File: src/rtl/fsp_pkg.sv
package fsp_pkg;

  typedef enum logic [2:0] {
    M_READ  = 3'd0,
    M_PROG  = 3'd1,
    M_ERASE = 3'd2,
    M_SREAD = 3'd3,
    M_SPROG = 3'd4
  } fsp_mode_e;

  typedef enum logic [1:0] {
    SRC_LIVE = 2'd0,
    SRC_ONE  = 2'd1,
    SRC_ZERO = 2'd2,
    SRC_INV  = 2'd3
  } bit_src_e;

  typedef struct packed {
    logic     show_status;
    bit_src_e poll_src;
    bit_src_e tog_src;
    bit_src_e stog_src;
    logic     tog_en;
    logic     stog_en;
  } fsp_ctrl_t;

  function automatic fsp_ctrl_t decode_mode(input logic [2:0] m, input logic hit);
    fsp_ctrl_t c;
    c.show_status = 1'b0;
    c.poll_src    = SRC_ZERO;
    c.tog_src     = SRC_ZERO;
    c.stog_src    = SRC_ZERO;
    c.tog_en      = 1'b0;
    c.stog_en     = 1'b0;
    case (m)
      M_PROG, M_SPROG: begin
        c.show_status = 1'b1;
        c.poll_src    = SRC_INV;
        c.tog_src     = SRC_LIVE;
        c.stog_src    = SRC_ONE;
        c.tog_en      = 1'b1;
      end
      M_ERASE: begin
        c.show_status = 1'b1;
        c.poll_src    = SRC_ZERO;
        c.tog_src     = SRC_LIVE;
        c.stog_src    = hit ? SRC_LIVE : SRC_ONE;
        c.tog_en      = 1'b1;
        c.stog_en     = hit;
      end
      M_SREAD: begin
        if (hit) begin
          c.show_status = 1'b1;
          c.poll_src    = SRC_ONE;
          c.tog_src     = SRC_ONE;
          c.stog_src    = SRC_LIVE;
          c.stog_en     = 1'b1;
        end
      end
      default: ;
    endcase
    return c;
  endfunction

  function automatic logic pick_bit(input bit_src_e s, input logic live, input logic src_bit);
    case (s)
      SRC_LIVE: return live;
      SRC_ONE:  return 1'b1;
      SRC_INV:  return ~src_bit;
      default:  return 1'b0;
    endcase
  endfunction

endpackage

File: src/rtl/fsp_mode_decode.sv
module fsp_mode_decode
  import fsp_pkg::*;
(
  input  logic [2:0] mode,
  input  logic       sector_hit,
  output fsp_ctrl_t  ctrl
);
  always_comb begin
    ctrl = decode_mode(mode, sector_hit);
  end
endmodule

File: src/rtl/fsp_read_edge.sv
module fsp_read_edge (
  input  logic clk,
  input  logic rst_n,
  input  logic rd_strobe,
  output logic rd_done
);
  logic strobe_q;

  always_ff @(posedge clk or negedge rst_n) begin
    if (!rst_n) strobe_q <= 1'b0;
    else        strobe_q <= rd_strobe;
  end

  assign rd_done = strobe_q & ~rd_strobe;
endmodule

File: src/rtl/fsp_toggle_bank.sv
module fsp_toggle_bank #(
  parameter int unsigned NUM_TOG = 2
) (
  input  logic               clk,
  input  logic               rst_n,
  input  logic               rd_done,
  input  logic [NUM_TOG-1:0] flip_en,
  output logic [NUM_TOG-1:0] tog_q
);
  for (genvar g = 0; g < NUM_TOG; g++) begin : g_cell
    always_ff @(posedge clk or negedge rst_n) begin
      if (!rst_n)                      tog_q[g] <= 1'b0;
      else if (rd_done && flip_en[g])  tog_q[g] <= ~tog_q[g];
    end
  end
endmodule

File: src/rtl/fsp_word_mux.sv
module fsp_word_mux
  import fsp_pkg::*;
#(
  parameter int unsigned DATA_W   = 16,
  parameter int unsigned POLL_POS = 7,
  parameter int unsigned TOG_POS  = 6,
  parameter int unsigned STOG_POS = 2
) (
  input  fsp_ctrl_t          ctrl,
  input  logic               prog_bit,
  input  logic               tog_live,
  input  logic               stog_live,
  input  logic [DATA_W-1:0]  array_data,
  output logic [DATA_W-1:0]  rd_data
);
  always_comb begin
    if (!ctrl.show_status) begin
      rd_data = array_data;
    end else begin
      rd_data           = '0;
      rd_data[POLL_POS] = pick_bit(ctrl.poll_src, 1'b0, prog_bit);
      rd_data[TOG_POS]  = pick_bit(ctrl.tog_src, tog_live, prog_bit);
      rd_data[STOG_POS] = pick_bit(ctrl.stog_src, stog_live, prog_bit);
    end
  end
endmodule

File: src/rtl/flash_status_poll.sv
module flash_status_poll
  import fsp_pkg::*;
#(
  parameter int unsigned DATA_W   = 16,
  parameter int unsigned POLL_POS = 7,
  parameter int unsigned TOG_POS  = 6,
  parameter int unsigned STOG_POS = 2
) (
  input  logic              clk,
  input  logic              rst_n,
  input  logic [2:0]        mode,
  input  logic              sector_hit,
  input  logic              prog_bit,
  input  logic              rd_strobe,
  input  logic [DATA_W-1:0] array_data,
  output logic [DATA_W-1:0] rd_data
);
  localparam int unsigned NUM_TOG  = 2;
  localparam int unsigned IDX_MAIN = 0;
  localparam int unsigned IDX_SECT = 1;

  fsp_ctrl_t          ctrl;
  logic               rd_done;
  logic [NUM_TOG-1:0] flip_en;
  logic [NUM_TOG-1:0] tog_vec;
  logic               tog_q;
  logic               stog_q;
  logic               tog_en;
  logic               stog_en;

  fsp_mode_decode u_dec (
    .mode       (mode),
    .sector_hit (sector_hit),
    .ctrl       (ctrl)
  );

  fsp_read_edge u_edge (
    .clk       (clk),
    .rst_n     (rst_n),
    .rd_strobe (rd_strobe),
    .rd_done   (rd_done)
  );

  assign tog_en            = ctrl.tog_en;
  assign stog_en           = ctrl.stog_en;
  assign flip_en[IDX_MAIN] = tog_en;
  assign flip_en[IDX_SECT] = stog_en;

  fsp_toggle_bank #(.NUM_TOG(NUM_TOG)) u_bank (
    .clk     (clk),
    .rst_n   (rst_n),
    .rd_done (rd_done),
    .flip_en (flip_en),
    .tog_q   (tog_vec)
  );

  assign tog_q  = tog_vec[IDX_MAIN];
  assign stog_q = tog_vec[IDX_SECT];

  fsp_word_mux #(
    .DATA_W   (DATA_W),
    .POLL_POS (POLL_POS),
    .TOG_POS  (TOG_POS),
    .STOG_POS (STOG_POS)
  ) u_mux (
    .ctrl       (ctrl),
    .prog_bit   (prog_bit),
    .tog_live   (tog_q),
    .stog_live  (stog_q),
    .array_data (array_data),
    .rd_data    (rd_data)
  );
endmodule

File: config.mk
export PLATFORM = sky130hd
export DESIGN_NAME = flash_status_poll
export DESIGN_NICKNAME = d
export VERILOG_FILES = /design/src/rtl/fsp_pkg.sv /design/src/rtl/fsp_mode_decode.sv /design/src/rtl/fsp_read_edge.sv /design/src/rtl/fsp_toggle_bank.sv /design/src/rtl/fsp_word_mux.sv /design/src/rtl/flash_status_poll.sv
export SDC_FILE = /design/constraint.sdc
export NUM_CORES = 1
export LEC_CHECK = 0
export BUFFER_PORTS_ARGS = -buffer_cell sky130_fd_sc_hd__buf_2
export CAP_MARGIN = 20
export CORE_AREA = 4 4 41 43
export DETAILED_ROUTE_END_ITERATION = 6
export DIE_AREA = 0 0 45 47
export PLACE_DENSITY = 0.73
export SYNTH_ARGS = -nofsm -noshare
export SYNTH_HDL_FRONTEND = slang
export SYNTH_SLANG_ARGS = --single-unit
export TNS_END_PERCENT = 1
File: constraint.sdc
create_clock -name clk -period 1.1 [get_ports clk]
set_input_delay 0.11 -clock clk [delete_from_list [all_inputs] [get_ports clk]]
set_output_delay 0.11 -clock clk [all_outputs]
set_load 0.005 [all_outputs]
==> results.py, run 1 <==
metrics = {
    "clock_network": {
        "cts_made_buffers": 3,
        "htree_levels": 1,
        "cts_buffer_depth": 2,
        "cts_tree": "built",
        "cts-root-buf": "clkbuf_4",
        "clk_pin_slew_ns": 0.04,
        "clk_latency_ns": 0.23,
        "cts.sinks": 3,
    },
    "finish": {
        "final_cell_mix": "buf_2 (37), a21boi_1 (9), buf_4 (8)",
        "syn2layout_area_growth_pct": 73.7,
        "nNetsFinal": 124,
        "diodes": 0,
        "drive_gt1_frac": 0.616,
        "mostFrequentLayoutCell": "buf_2",
        "num-fill-cells": 130,
    },
    "sta": {
        "hold_viol": 0,
        "period_needed_ns": 1.15,
        "fmax_mhz": 869,
        "setup_viol": 1,
        "fin_ws_ns": -0.0510,
        "finalClockSkew_ns": 0.00414,
        "finalCritPeriodShare": 1.05,
        "rsz0062_at_grt": "yes",
        "worst_slew_pin_slew_ns": 0.270,
        "relSlewSlack": 0.820,
        "drv_slew": 0,
        "finalHoldWorstSlack_ns": 0.0556,
    },
    "floorplan": {
        "core_mm2": 0.00130,
        "start_util": 0.343,
        "num_rows": 13,
        "die-area_mm2": 0.00212,
        "dieHeight_um": 47,
        "io_pins": 40,
        "die_w_um": 45,
    },
    "yosys": {
        "synth-edff-count": 0,
        "synth_cell_types": 27,
        "synth_fp_nets": 76,
        "synth_area_per_cell_um2": 8.59,
        "ys_ff_latch": 3,
        "synthesis.area_um2": 447,
        "synth_cells": 52,
        "synth_top_flop_cell": "dfrtp_1",
        "yosys_warnings": 0,
        "yosysSeqAreaShare": 0.168,
        "ys_async_sr_fraction": 1.00,
    },
    "setup_path": {
        "required_ns": 0.99,
        "end_kind": "primary output",
        "cp_data_arrival_time_ns": 1.04,
        "startpoint_type": "register",
        "path_class": "reg2out",
        "crit_path_max_fanout": 2,
    },
    "run_status": {
        "violations": "setup timing",
        "status": "finished with violations",
    },
    "grt": {
        "grt_pass1_vias": 464,
        "overflow": 0,
        "grt_max_degree": 14,
        "grtUsageTotal": 0.133,
        "grt_antenna_before_repair": 0,
        "grt_first_pass_wirelength_um": 2090,
    },
    "power": {
        "p_seq_frac": 0.250,
        "irDropWorstVdd_uv": 800,
        "p_per_area_mw_per_mm2": 908,
        "p_int_mw": 0.483,
        "netSwitchingFraction": 0.315,
        "combPwrFrac": 0.483,
        "p_clk_frac": 0.267,
        "leakage_nw": 0.402,
        "p_switching_mw": 0.222,
    },
    "job": {
        "maxCapViolCount": 0,
    },
    "placement": {
        "place_ws_ns": -0.104,
        "gp_congestion": 0.651,
        "port_buffers": 39,
        "hpwl_um": 1060,
    },
    "routing": {
        "drc_errors": 0,
        "vias": 538,
        "detail-route-antenna-nets": 0,
        "drt_pass1_iterations": 3,
        "viasPerCell": 4.72,
        "drt_iter0_markers": 7,
        "wirelength_um": 1360,
        "wl_per_cell_um": 11.9,
    },
    "worst_hold_path": {
        "hold_path.class": "in2reg",
    },
}
-- cell type report --
type                    count  area (um^2)  area share
multi-input cells          40          354       0.456
repair buffers             48          287       0.369
flip-flops and latches      3         75.1      0.0968
clock buffers               4         26.3      0.0339
well taps                  15         18.8      0.0242
inverters                   4         15.0      0.0194
-- power by group through the flow --
stage	registers (mW)	logic, mW	clock network (mW)
2_1_floorplan	0.172	0.157	0
3_3_place_gp	0.175	0.281	0
3_5_place_dp	0.179	0.286	0
4_1_cts	0.175	0.335	0.197
5_1_grt	0.184	0.379	0.208
6_report	0.176	0.341	0.188
-- synthesized netlist by cell type, types with 2 or more instances --
library cell | number | area share
a21boi_0 | 7 | 0.12
a21boi_1 | 6 | 0.10
a21oi_1 | 3 | 0.034
buf_2 | 3 | 0.034
buf_6 | 2 | 0.050
dfrtp_1 | 3 | 0.17
inv_1 | 4 | 0.034
nor2_1 | 2 | 0.017
nor3_1 | 2 | 0.022
nor3b_1 | 2 | 0.034
xor2_1 | 2 | 0.039
-- registers in the layout, indices dropped and copies added, names as in the netlist --
register and flops:
u_bank.tog_q 2, u_edge.strobe_q 1
-- metrics by stage --
stage / area [um^2] / power, mW / setup TNS, ns / util / cells
CTS: 763 / 0.706 / -0.0662 / 0.587 / 114
floorplan: 447 / 0.329 / 0 / - / 52
global placement: 688 / 0.457 / -0.553 / 0.529 / 108
global route: 776 / 0.771 / -0.503 / 0.596 / 114
detailed placement: 688 / 0.465 / -1.25 / 0.529 / 108
finish: 776 / 0.705 / -0.0510 / 0.596 / 114
-- what timing repair did --
item                                    CTS  global route
endpoints found under the setup margin   15            16
hold buffers                              1             0
resized for setup                         9             6
setup buffers                             1             0
pin swaps                                 3             1
endpoints found under the hold margin     3             0
-- critical path, cell delays in order (launching register included) --
cell and delay, ns:
dfrtp_1 0.37, or2_4 0.22, o211a_1 0.10, buf_2 0.12
-- metal layers --
| layer | GRT usage | vias to the layer above | wire, um |
|---|---|---|---|
| li1 | - | 288 | - |
| met1 | 0.174 | 233 | 539 |
| met2 | 0.209 | 17 | 723 |
| met3 | 0.0345 | 0 | 98 |
| met4 | 0.0526 | 0 | 0 |
| met5 | 0 | - | 0 |
-- cell families (layout without fill, tap and decap cells) --
family,after synthesis,after routing,share of synthesized area
AO/OA/AOI/OAI,26,26,0.493
XOR/XNOR,3,3,0.0756
buffers and inverters,9,56,0.118
flip-flops,3,3,0.168
AND/OR/NAND/NOR,11,11,0.146
-- final timing paths --
path,startpoint,to,slack [ns],cells after the start
worst min register to register,u_bank.tog_q[0]$_DFFE_PN0P_,u_bank.tog_q[0]$_DFFE_PN0P_,0.49,1
worst min-delay path,rd_strobe,u_edge.strobe_q$_DFF_PN0_,0.06,1
worst max-delay path,u_bank.tog_q[1]$_DFFE_PN0P_,rd_data[2],-0.05,3
max in group asynchronous,rst_n,u_edge.strobe_q$_DFF_PN0_,0.80,2
worst max register to register,u_edge.strobe_q$_DFF_PN0_,u_bank.tog_q[0]$_DFFE_PN0P_,0.18,3
min in group asynchronous,rst_n,u_bank.tog_q[1]$_DFFE_PN0P_,0.19,2
Power figures use the tool's default switching activity.
==> run 2, diff against run 1 <==
REMOVE_ABC_BUFFERS = 1   (was default)
clock period = 1.45 ns   (was 1.1 ns; I/O delays follow)
==> results.py, run 2 (synthesized netlist as in run 1, its figures left out) <==
metrics = {
    "sta": {
        "relSlewSlack": 0.728,
        "period_needed_ns": 1.30,
        "rsz0062_at_grt": "no",
        "finalCritPeriodShare": 0.899,
        "hold_viol": 0,
        "setup_viol": 0,
        "fin_ws_ns": 0.146,
        "drv_slew": 0,
        "fin_tns_setup_ns": 0,
        "finalHoldWorstSlack_ns": 0.0809,
        "finalClockSkew_ns": 0.00115,
        "fmax_mhz": 767,
        "worst_slew_pin_slew_ns": 0.398,
    },
    "routing": {
        "viasPerCell": 4.76,
        "vias": 514,
        "wl_per_cell_um": 11.8,
        "drc_errors": 0,
        "detail-route-antenna-nets": 0,
        "drt_iter0_markers": 1,
        "drt_pass1_iterations": 2,
        "wirelength_um": 1280,
    },
    "clock_network": {
        "cts_hold_buf": 1,
        "cts_buffer_depth": 2,
        "htree_levels": 1,
        "cts_setup_buffers": 0,
        "cts_made_buffers": 3,
        "clk_latency_ns": 0.23,
        "ctsResizeCount": 0,
        "cts_tree": "built",
        "cts.sinks": 3,
        "cts-root-buf": "clkbuf_4",
        "clk_pin_slew_ns": 0.03,
    },
    "finish": {
        "mostFrequentLayoutCell": "buf_2",
        "reg_top3": "u_bank.tog_q (2), u_edge.strobe_q (1)",
        "diodes": 0,
        "seqCellArea_um2": 75.1,
        "largest_reg_flops": 2,
        "multi_input_area_um2": 319,
        "drive_gt1_frac": 0.527,
        "final_util": 0.518,
        "syn2layout_area_growth_pct": 51.0,
        "nNetsFinal": 118,
        "final_cell_mix": "buf_2 (39), a21boi_0 (7), a21boi_1 (6)",
        "design_area_um2": 674,
        "regMostFlops": "u_bank.tog_q",
        "final-instance-count-excl-fill": 108,
        "num-fill-cells": 134,
    },
    "grt": {
        "grt_max_degree": 15,
        "grt_pass1_vias": 487,
        "gr-usage-met3": 0,
        "busiest_layer": "met2",
        "grt_first_pass_wirelength_um": 1890,
        "overflow": 0,
        "grtUsageMet1": 0.149,
        "grt_antenna_before_repair": 0,
        "grtUsageMet2": 0.203,
        "grtUsageTotal": 0.118,
    },
    "run_status": {
        "status": "completed",
    },
    "floorplan": {
        "num_rows": 13,
        "io_pins": 40,
        "start_util": 0.343,
        "core_mm2": 0.00130,
        "dieHeight_um": 47,
        "die_w_um": 45,
        "die-area_mm2": 0.00212,
    },
    "worst_hold_path": {
        "hold_path.class": "in2reg",
    },
    "power": {
        "leakage_nw": 0.353,
        "power_mw": 0.480,
        "p_per_area_mw_per_mm2": 711,
        "irDropWorstVdd_uv": 410,
    },
    "placement": {
        "post-place-cells": 103,
        "gp_congestion": 0.644,
        "port_buffers": 39,
        "placed_area_um2": 638,
        "place_ws_ns": 0.134,
        "hpwl_um": 1030,
    },
    "setup_path": {
        "crit_family": "compound AO/OA/AOI/OAI gates",
        "max_stage_delay_ns": 0.41,
        "end_kind": "primary output",
        "crit_slowest_cell": "a2111oi_0",
        "path_class": "in2out",
        "cp_data_arrival_time_ns": 1.16,
        "startpoint_type": "input port",
        "crit_chain": "buf_2, and3_1, a2111oi_0, a221oi_1, buf_2",
        "crit_path_max_fanout": 13,
        "required_ns": 1.31,
        "cpMostUsedCell": "buf_2",
        "cp_num_buf_inv": 2,
    },
    "job": {
        "maxCapViolCount": 0,
    },
}
==> run 2: metal layers <==
metal	share of wire	wire length (um)	vias to the layer above
li1	-	-	273
met1	0.40	511	228
met2	0.56	711	13
met3	0.045	57	0
met4	0	0	0
met5	0	0	-
==> run 2: final timing paths <==
path,startpoint,to,slack [ns],cells after the start
max in group asynchronous,rst_n,u_bank.tog_q[0]$_DFFE_PN0P_,1.11,2
max reg2reg,u_edge.strobe_q$_DFF_PN0_,u_bank.tog_q[0]$_DFFE_PN0P_,0.54,3
min,rd_strobe,u_edge.strobe_q$_DFF_PN0_,0.08,1
min reg2reg,u_bank.tog_q[1]$_DFFE_PN0P_,u_bank.tog_q[1]$_DFFE_PN0P_,0.46,1
min in group asynchronous,rst_n,u_bank.tog_q[1]$_DFFE_PN0P_,0.23,2
max,mode[2],rd_data[7],0.15,5
==> run 2: area by class of cell <==
type,count,share of cell area
well taps,15,0.0278
repair buffers,42,0.327
multi-input cells,40,0.473
inverters,4,0.0223
flip-flops and latches,3,0.111
clock buffers,4,0.0390
==> run 2: worst register-to-register path: stages, from the launching register on <==
cell and delay, ns:
dfrtp_1 0.31, inv_1 0.06, a2111oi_4 0.28, xor2_1 0.18
==> run 2: power by group <==
| group | internal, mW | switching, mW |
|---|---|---|
| clock | 0.103 | 0.0406 |
| sequential | 0.114 | 0.0173 |
| combinational | 0.109 | 0.0951 |
